## src/rtl/sd_selfrepair_add.sv

```systemverilog
module sd_chk_adder #(
  parameter int N = 8,
  parameter bit PER_DIGIT_PAR = 1'b0
) (
  input  logic           inv,
  input  logic [N-1:0]   ap,
  input  logic [N-1:0]   an,
  input  logic [N-1:0]   bp,
  input  logic [N-1:0]   bn,
  input  logic [N-1:0]   apar,
  input  logic [N-1:0]   bpar,
  input  logic [8*N-1:0] fmask,
  input  logic [8*N-1:0] fval,
  output logic [N:0]     zp,
  output logic [N:0]     zn,
  output logic [N-1:0]   add_err,
  output logic [N-1:0]   par_err
);
  localparam bit NODD = N % 2;

  logic [N-1:0] xap, xan, xbp, xbn;
  logic [N-1:0] lap, lan, lbp, lbn;
  logic [N-1:0] s0, s, hc, u0, u, tc;
  logic [N:0]   h, t;

  assign xap = ap ^ {N{inv}};
  assign xan = an ^ {N{inv}};
  assign xbp = bp ^ {N{inv}};
  assign xbn = bn ^ {N{inv}};
  assign h[0] = inv;
  assign t[0] = ~inv;

  for (genvar i = 0; i < N; i++) begin : g_dig
    localparam int B = 8 * i;
    logic eq1, eq2, fe1, fe2;
    assign lap[i] = fmask[B]   ? fval[B]   : xap[i];
    assign lan[i] = fmask[B+1] ? fval[B+1] : xan[i];
    assign lbp[i] = fmask[B+2] ? fval[B+2] : xbp[i];
    assign lbn[i] = fmask[B+3] ? fval[B+3] : xbn[i];

    assign {hc[i], s0[i]} = {1'b0, lap[i]} + {1'b0, ~lan[i]} + {1'b0, lbp[i]};
    assign s[i]   = fmask[B+4] ? fval[B+4] : s0[i];
    assign h[i+1] = fmask[B+5] ? fval[B+5] : hc[i];

    assign {tc[i], u0[i]} = {1'b0, s[i]} + {1'b0, h[i]} + {1'b0, ~lbn[i]};
    assign u[i]   = fmask[B+6] ? fval[B+6] : u0[i];
    assign t[i+1] = tc[i];

    assign eq1 = (lap[i] == ~lan[i]) && (~lan[i] == lbp[i]);
    assign eq2 = (s[i] == h[i]) && (h[i] == ~lbn[i]);
    assign fe1 = eq1 ^ (s[i] ~^ h[i+1]);
    assign fe2 = eq2 ^ (u[i] ~^ t[i+1]);
    assign add_err[i] = fmask[B+7] ? fval[B+7] : (fe1 | fe2);

    assign zp[i] = u[i];
    assign zn[i] = ~t[i];
  end

  assign zp[N] = t[N];
  assign zn[N] = ~h[N];

  if (PER_DIGIT_PAR) begin : g_ip
    assign par_err = (lap ^ lan ^ apar) | (lbp ^ lbn ^ bpar);
  end else begin : g_pp
    logic pe;
    assign pe = (^apar) ^ (^bpar) ^ (^s) ^ (^lbn) ^ NODD;
    if (N > 1) begin : g_pad
      assign par_err = {{(N-1){1'b0}}, pe};
    end else begin : g_one
      assign par_err = pe;
    end
  end
endmodule

module sd_selfrepair_add #(
  parameter int N = 8,
  parameter bit PER_DIGIT_PAR = 1'b0,
  localparam int IW = $clog2(N + 1)
) (
  input  logic           clk,
  input  logic           rst_n,
  input  logic           start,
  input  logic [N-1:0]   a_pos,
  input  logic [N-1:0]   a_neg,
  input  logic [N-1:0]   b_pos,
  input  logic [N-1:0]   b_neg,
  input  logic [N-1:0]   a_par,
  input  logic [N-1:0]   b_par,
  input  logic [8*N-1:0] flt_mask,
  input  logic [8*N-1:0] flt_val,
  output logic           done,
  output logic [2:0]     status,
  output logic [IW-1:0]  fault_idx,
  output logic [N:0]     sum_pos,
  output logic [N:0]     sum_neg
);
  localparam logic [2:0] S_OK = 3'd0, S_ADD = 3'd1, S_INP = 3'd2, S_CHK = 3'd3, S_MULT = 3'd4;

  typedef enum logic [1:0] {IDLE, FIRST, RECOMP, REPORT} st_t;
  st_t st;

  logic [N-1:0] op_ap, op_an, op_bp, op_bn, op_apar, op_bpar;
  logic [N:0]   zp, zn, zf_p, zf_n, eqpos;
  logic [N-1:0] add_err, par_err, aerr_f, perr_f;
  logic         flag;

  sd_chk_adder #(.N(N), .PER_DIGIT_PAR(PER_DIGIT_PAR)) u_add (
    .inv(st == RECOMP), .ap(op_ap), .an(op_an), .bp(op_bp), .bn(op_bn),
    .apar(op_apar), .bpar(op_bpar), .fmask(flt_mask), .fval(flt_val),
    .zp(zp), .zn(zn), .add_err(add_err), .par_err(par_err)
  );

  assign flag  = (|add_err) | (|par_err);
  assign eqpos = ~(zf_p ^ zp) | ~(zf_n ^ zn);
  assign done  = (st == REPORT);

  function automatic logic [IW-1:0] low_idx(input logic [N:0] v);
    low_idx = '0;
    for (int i = N; i >= 0; i--)
      if (v[i]) low_idx = IW'(i);
  endfunction

  always_ff @(posedge clk) begin
    if (!rst_n) begin
      st <= IDLE;
      {op_ap, op_an, op_bp, op_bn, op_apar, op_bpar} <= '0;
      {zf_p, zf_n, aerr_f, perr_f} <= '0;
      status <= S_OK;
      fault_idx <= '0;
      sum_pos <= '0;
      sum_neg <= '0;
    end else begin
      case (st)
        IDLE: if (start) begin
          op_ap <= a_pos; op_an <= a_neg; op_bp <= b_pos; op_bn <= b_neg;
          op_apar <= a_par; op_bpar <= b_par;
          st <= FIRST;
        end
        FIRST: begin
          zf_p <= zp; zf_n <= zn;
          aerr_f <= add_err; perr_f <= par_err;
          if (!flag) begin
            sum_pos <= zp; sum_neg <= zn;
            status <= S_OK; fault_idx <= '0;
            st <= REPORT;
          end else st <= RECOMP;
        end
        RECOMP: begin
          if (flag) begin
            status <= ({zf_p, zf_n} == ~{zp, zn}) ? S_CHK : S_MULT;
            sum_pos <= zf_p; sum_neg <= zf_n;
            fault_idx <= '0;
          end else begin
            sum_pos <= ~zp; sum_neg <= ~zn;
            if (|aerr_f) begin
              status <= S_ADD;
              fault_idx <= low_idx({1'b0, aerr_f});
            end else begin
              status <= S_INP;
              fault_idx <= PER_DIGIT_PAR ? low_idx({1'b0, perr_f}) : low_idx(eqpos);
            end
          end
          st <= REPORT;
        end
        default: st <= IDLE;
      endcase
    end
  end

  a_r3_done_single: assert property (@(posedge clk) disable iff (!rst_n)
    done |=> !done);
  a_r4_recomp_on_flag: assert property (@(posedge clk) disable iff (!rst_n)
    (st == FIRST && flag) |=> st == RECOMP);
  a_r3_clean_reports: assert property (@(posedge clk) disable iff (!rst_n)
    (st == FIRST && !flag) |=> (done && status == S_OK));
  a_r2_status_legal: assert property (@(posedge clk) disable iff (!rst_n)
    done |-> status <= S_MULT);
  a_r8_idx_zero: assert property (@(posedge clk) disable iff (!rst_n)
    (done && (status == S_OK || status == S_CHK || status == S_MULT)) |-> fault_idx == '0);
  a_r5_idx_range: assert property (@(posedge clk) disable iff (!rst_n)
    done |-> int'(fault_idx) <= N);
  a_r10_ops_held: assert property (@(posedge clk) disable iff (!rst_n)
    (st == FIRST || st == RECOMP) |=> $stable(op_ap) && $stable(op_bn));
endmodule

```

## config.mk

```make
export PLATFORM = sky130hd
export DESIGN_NAME = sd_selfrepair_add
export DESIGN_NICKNAME = d
export VERILOG_FILES = /design/src/rtl/sd_selfrepair_add.sv
export SDC_FILE = /design/constraint.sdc
export NUM_CORES = 1
export LEC_CHECK = 0
export ABC_AREA = 1
export BUFFER_PORTS_ARGS = -buffer_cell sky130_fd_sc_hd__buf_4
export CORE_MARGIN = 10
export CORE_UTILIZATION = 42
export CTS_CLUSTER_SIZE = 8
export DETAILED_ROUTE_END_ITERATION = 16
export MAX_ROUTING_LAYER = met4
export PLACE_DENSITY = 0.69
export SYNTH_ARGS = -nofsm -noshare
export SYNTH_HDL_FRONTEND = slang
export SYNTH_HIERARCHICAL = 1
export SYNTH_SLANG_ARGS = --single-unit
```

## constraint.sdc

```tcl
create_clock -name clk -period 4.34 [get_ports clk]
set_input_delay 0.217 -clock clk [delete_from_list [all_inputs] [get_ports clk]]
set_output_delay 0.217 -clock clk [all_outputs]
set_load 0.01 [all_outputs]
```

* Yosys cells after proc, flatten, opt, wreduce, memory -nomap -nowiden
Cells that the tools add are included.
** Operators by class
- Multiplexer cells :: 99
- Eq/ne operators :: 38
- Divide/modulo/power cells :: 0
- Bitwise logic cells :: 80
- Multiply operators :: 0
- Magnitude comparators :: 0
- Shift-type cells :: 0
- Add/sub/neg operators :: 32
- Reduce and logical (&&, ||, !) cells :: 26
** Operators by type and width (number)
- two-way mux 4 bit :: 19
- two-way mux 1 bit :: 65
- two-way mux 9 bit :: 4
- NOT 9 bit :: 4
- one-hot mux 9 bit (2 select lines) :: 2
- adder 1 x 1 -> 2 bit :: 16
- adder 2 x 1 -> 2 bit :: 16
- equality test 1 bit :: 32
- XOR reduction 8 bit :: 4
- XOR 8 bit :: 4
- NOT 1 bit :: 24
- XOR 1 bit :: 19
- equality test 18 bit :: 1
- NOT 18 bit :: 1
- XOR 9 bit :: 2
- logical AND 1 bit :: 16
- OR reduction 8 bit :: 2
- bitwise XNOR 1 bit :: 16
- two-way mux 3 bit :: 4
- bitwise OR 1 bit :: 9
- bitwise OR 9 bit :: 1
- one-hot mux 4 bit (2 select lines) :: 1
- one-hot mux 2 bit (3 select lines) :: 1
- one-hot mux 3 bit (2 select lines) :: 1
- other kinds (7) :: 11
** Word-level totals
- Memories :: 0
- ROM bits :: 0
- Output and inout bits :: 26
- Latch bits :: 0
- Input port bits :: 179
- Register bits after elaboration :: 101
- Logic and storage cells :: 289
- RAM bits :: 0

* Longest topological paths before layout
- Depth in word-level cells :: 25
- Gate-level depth with buffers :: 36

* Hierarchy
The synthesis kept the hierarchy.
** Modules (own cells, without submodules)
- sd_selfrepair_add :: sequential area each 2021.9 sq um, area each 4490.6 sq um, instances 1, cells each 615
- sd_chk_adder :: sequential area each 0.0 sq um, area each 3249.4 sq um, instances 1, cells each 643

* Worst setup path after synthesis
No wires, ideal clock.
- Path kind :: register -> register
- From :: reg st[0]
- To :: reg sum_neg[1]
- Stages on the path, launching flop included :: 29
- Path buffers :: 3
- Data required time :: 4.226 ns
- Data arrival time :: 4.589 ns
- Setup slack :: -0.363 ns
- Path through :: dfxtp_1 inv_1 ha_1 buf_6 buf_6 xnor2_1 o21ai_0 inv_1 fa_1 o21ai_0 inv_1 fa_1 o21ai_0 xnor2_1 or2_2 nand3_1 nor2_1 nor2_1 inv_1 nand3_1 nor2_1 nand2_2 inv_4 nand2_4 nand2_4 buf_6 o21ai_0 o21bai_1 inv_1
** Between the ends
- Longest elaborated chain between the ends :: 18
- Elaborated cells on any way between the ends :: 220
- Those cells by class :: 32 x add/sub; 35 x eq/ne; 67 x mux; 65 x bitwise; 21 x reduce/logical
** RTL lines
- start, declared :: line 100 : st_t st;
- start signal, assigned :: line 125 : st <= IDLE;
- start signal, assigned :: line 137 : st <= FIRST;
- start signal, assigned :: line 145 : st <= REPORT;
- equality test 2 bit (*) :: line 108 : .inv(st == RECOMP), .ap(op_ap), .an(op_an), .bp(op_bp), .bn(op_bn),
- XOR 8 bit :: line 27 : assign xan = an ^ {N{inv}};
- two-way mux 1 bit :: line 37 : assign lan[i] = fmask[B+1] ? fval[B+1] : xan[i];
- NOT 1 bit :: line 41 : assign {hc[i], s0[i]} = {1'b0, lap[i]} + {1'b0, ~lan[i]} + {1'b0, lbp[i]};
- adder 1 x 1 -> 2 bit :: line 41
- adder 2 x 1 -> 2 bit :: line 41
- two-way mux 1 bit (on tied branches) :: line 42, 43
- adder 1 x 1 -> 2 bit :: line 45 : assign {tc[i], u0[i]} = {1'b0, s[i]} + {1'b0, h[i]} + {1'b0, ~lbn[i]};
- (+2 left out)
- named net zp[2] :: line 103 : logic [N:0] zp, zn, zf_p, zf_n, eqpos;
- (+1 left out)
- XOR 1 bit (*) :: line 52 : assign fe2 = eq2 ^ (u[i] ~^ t[i+1]);
- bitwise OR 1 bit (*) :: line 53 : assign add_err[i] = fmask[B+7] ? fval[B+7] : (fe1 | fe2);
- two-way mux 1 bit (*) :: line 53
- named net add_err[2] :: line 104 : logic [N-1:0] add_err, par_err, aerr_f, perr_f;
- OR reduction 8 bit (*) :: line 113 : assign flag = (|add_err) | (|par_err);
- bitwise OR 1 bit (*) :: line 113
- two-way mux 9 bit or inequality test 2 bit (tied branches)
- one-hot mux 9 bit (2 select lines) or AND reduction 2 bit (tied branches)
- end signal, assigned :: line 143 : sum_pos <= zp; sum_neg <= zn;
- end signal, assigned :: line 151 : sum_pos <= zf_p; sum_neg <= zf_n;
- end signal, assigned :: line 154 : sum_pos <= ~zp; sum_neg <= ~zn;
- end, declared :: line 95 : output logic [N:0] sum_neg
Mark *: on every way through the listed nets, which the timed path passes. The rest lies on a longest branch. The select of a mux whose other input is x is not followed.
A chain may end at the register's enable or synchronous reset.

* Worst setup path after layout
- From :: reg st[0]
- To :: reg sum_neg[5]
The elaborated chain is that of the path after synthesis.

==> reports/metrics.csv <==
stage,metric,value,unit
detailed_routing,wl_per_cell,14.04,um
critical_path,worstSetupPathDepth,29,
power,p_int,3.731,mW
critical_path,timing.rr.end,sum_neg[5],
critical_path,rrSetupSlack,0.07,ns
yosys,synth_top_area_cell,dfxtp_1,
place,dpl-instance-area,0.009706,sq mm
power,finalPower,7.001,mW
yosys,avgSynthCellArea,6.153,sq um
power,powerDensity,662.8,mW/mm^2
clock_tree,clkTransAtPathRegs,0.07,ns
place,dp_hpwl,18770,um
power,power.leakage,5.487,nW
critical_path,cpMaxStageDelayCell,dfxtp_2,
detailed_routing,drt_iter0_drc,354,
yosys,synthArstFlopShare,0,%
clock_tree,cts_hold_buf,0,
critical_path,arrival,4.58,ns
sta,hold_viol_final,0,
clock_tree,cts_made_buffers,9,
die,die-area,0.02426,sq mm
power,switching_share,46.71,%
sta,drv_slew,0,
place,routabilityCongestion,0.9160,
yosys,synth_top_area_share,26.12,%
clock_tree,clk_latency,0.37,ns
detailed_routing,wl,24430,um
power,pwr-share-comb,66.3,%
grt,antenna_found_initial,0,
detailed_routing,ant_nets,0,
grt,grt_overflow,0,
sta,setup_viol,0,
yosys,synth_area,0.007740,sq mm
worst_hold_path,hold_path.class,primary input to flip-flop,
yosys,ys_top_cells_by_area,"dfxtp_1 (26%), nand2_1 (16%), nor2_1 (8.9%)",
clock_tree,cts_root_buffer,clkbuf_16,
detailed_routing,drc,0,
power,clkPwrFrac,12.4,%
clock_tree,max-clock-path-buffers,2,
worst_hold_path,min-delay-start,a_par[6],
finish,nFillCells,1754,
worst_hold_path,hold_depth,3,
finish,layout_commonest_cell,nand2_1,
yosys,ys.flop_type,dfxtp_1,
clock_tree,cts-htree-levels,3,
die,row_count,49,
sta,tightest_slew,0.8676,ns
finish,final_nets,1707,
grt,grt_util_met2,34.30,%
critical_path,setup.worst_path.end_class,flip-flop,
finish,fin_cells,1740,
power,ir_worst_vdd,0.3347,mV
finish,drive_gt1_share,25.15,%
sta,slew_headroom,42.16,%
yosys,ys_types,44,
detailed_routing,via_per_inst,4.793,
detailed_routing,first_pass_iters,7,
critical_path,worst_r2r_path_depth,29,
grt,grtUsageTotal,19.44,%
yosys,yosys_warnings,6,
die,die_y,155.8,um
power,p_sw,3.270,mW
grt,met3_usage,4.384,%
critical_path,cp_max_fo,10,
critical_path,critPathLaunchType,flip-flop,
critical_path,critPathKind,flip-flop to flip-flop,
clock_tree,clkSinkCount,101,
die,initial_utilization,42.94,%
run_status,status,"finished, final reports clean",
sta,min_period,4.265,ns
yosys,synth-seq-area-share,26.12,%
yosys,syn-instance-count,1258,
finish,final_util,58.60,%
sta,rsz0062_at_grt,true,
critical_path,critical_path_buf_inv_count,7,
critical_path,crit_end,sum_neg[5],
detailed_routing,vias,8339,
sta,fin_skew,0.01560,ns
grt,grtUsageMet1,21.58,%
critical_path,cp_top_family,simple AND/OR/NAND/NOR gates,
critical_path,r2r-start,st[0],
critical_path,required,4.65,ns
sta,finalCritPeriodShare,98.28,%
grt,grt.busiest_layer,met2,
clock_tree,cts_tree,yes,
die,io_pins,205,
grt,grt_max_degree,96,
run,cap_violations,0,
critical_path,slowest_delay,0.33,ns
finish,num_antenna_cells,0,
finish,layout_common_cells,"nand2_1 (332), buf_4 (270), nor2_1 (179)",
place,port_buffers,204,
die,core,0.01802,sq mm
power,seq_power_share,21.3,%
grt,grt_pass1_wl,37460,um
place,dp.cells,1697,
yosys,synth_edf_count,0,
die,die_x,155.8,um
sta,fmax,0.2345,GHz
finish,final_cell_area,0.01056,sq mm
finish,area_growth,36.47,%
critical_path,crit_start,st[0],
grt,grt_pass1_vias,7853,
yosys,ys_ff_latch,101,
-- power groups by stage --
stage / Combinational (mW) / Sequential, mW / Clock (mW)
3_3_place_gp: 4.08 / 1.49 / 0
2_1_floorplan: 3.04 / 1.48 / 0
5_1_grt: 5.22 / 1.53 / 0.921
3_5_place_dp: 4.15 / 1.49 / 0
4_1_cts: 4.26 / 1.48 / 0.887
6_report: 4.64 / 1.49 / 0.871
-- cell usage after synthesis, types with 13 or more instances --
library cell,count
xor2_1,29
nor2_1,183
a22oi_1,13
a21oi_1,62
dfxtp_1,101
nand2_1,333
o21ai_0,113
clkbuf_1,24
xnor2_1,38
inv_1,177
nand3_1,37
o21ai_1,30
o21bai_1,16
-- stage by stage --
stage | worst slack, ns | hold WS (ns) | setup TNS, ns
2_1_floorplan | 0.004482 | 0.3658 | 0
3_3_place_gp | -0.09250 | 0.4514 | -1.552
3_5_place_dp | -0.1530 | 0.4581 | -3.023
4_1_cts | 0.01421 | 0.07425 | 0
5_1_grt | -0.2388 | 0.1056 | -4.970
6_report | 0.07483 | 0.08220 | 0
-- timing repair --
item,in CTS,in global routing
buffers inserted,2,21
cloned,1,3
gates resized for setup,9,65
setup endpoints to repair,26,26
pin swaps,1,39
-- worst reg2reg max path: cells and delay by family, from the launching register on --
family / cells / cell delay, ns
AOI/OAI and AO/OA: 3 / 0.33
xor gates and xnor gates: 4 / 0.63
adders and majority gates: 3 / 0.81
buffers and inverters: 7 / 0.72
DFF: 1 / 0.33
muxes: 1 / 0.28
and+or+nand+nor: 11 / 1.11
-- worst min-delay path by stage --
stage | end | slack [ns]
5_1_grt | op_bpar[0] | 0.11
3_5_place_dp | op_apar[6] | 0.46
6_report | op_apar[6] | 0.08
4_1_cts | op_apar[6] | 0.07
2_1_floorplan | op_apar[1] | 0.37
3_3_place_gp | op_apar[6] | 0.45
-- kinds of logic (layout without fill, tap and decap cells) --
logic type / after synthesis / count (layout) / synth area share, %
other: 1 / 7 / 0.04845
XOR/XNOR: 68 / 68 / 7.792
AO/OA/AOI/OAI: 254 / 254 / 18.20
AND/OR/NAND/NOR: 573 / 573 / 29.28
flip-flops: 101 / 101 / 26.12
buffers and inverters: 231 / 478 / 12.77
adder cells (fa/ha/maj): 22 / 22 / 4.720
multiplexers: 8 / 8 / 1.067
-- state kept, by name (all words and copies together), names as in the netlist --
signal and flops:
sum_neg 9, sum_pos 9, zf_n 9, zf_p 9, aerr_f 8, op_an 8, op_ap 8, op_apar 8
op_bn 8, op_bp 8, op_bpar 8, fault_idx 4, status 3, st 2
-- metal layers --
metal / up-vias / part of all wire (%)
li1: 4401 / -
met2: 176 / 50
met5: - / 0
met4: 0 / 1.8
met3: 31 / 4.9
met1: 3731 / 43
-- cell type report --
| type | instances | area (sq um) | share of cell area, % |
|---|---|---|---|
| Clock buffer | 10 | 229.0 | 2.168 |
| Clock inverter | 6 | 78.83 | 0.7463 |
| Inverter | 182 | 701.9 | 6.645 |
| Multi-Input combinational cell | 932 | 5032 | 47.64 |
| Sequential cell | 101 | 2024 | 19.17 |
| Tap cell | 229 | 286.5 | 2.713 |
| Timing Repair Buffer | 279 | 2198 | 20.81 |
| Timing Repair inverter | 1 | 11.26 | 0.1066 |
(Power assumes the default switching activity.)
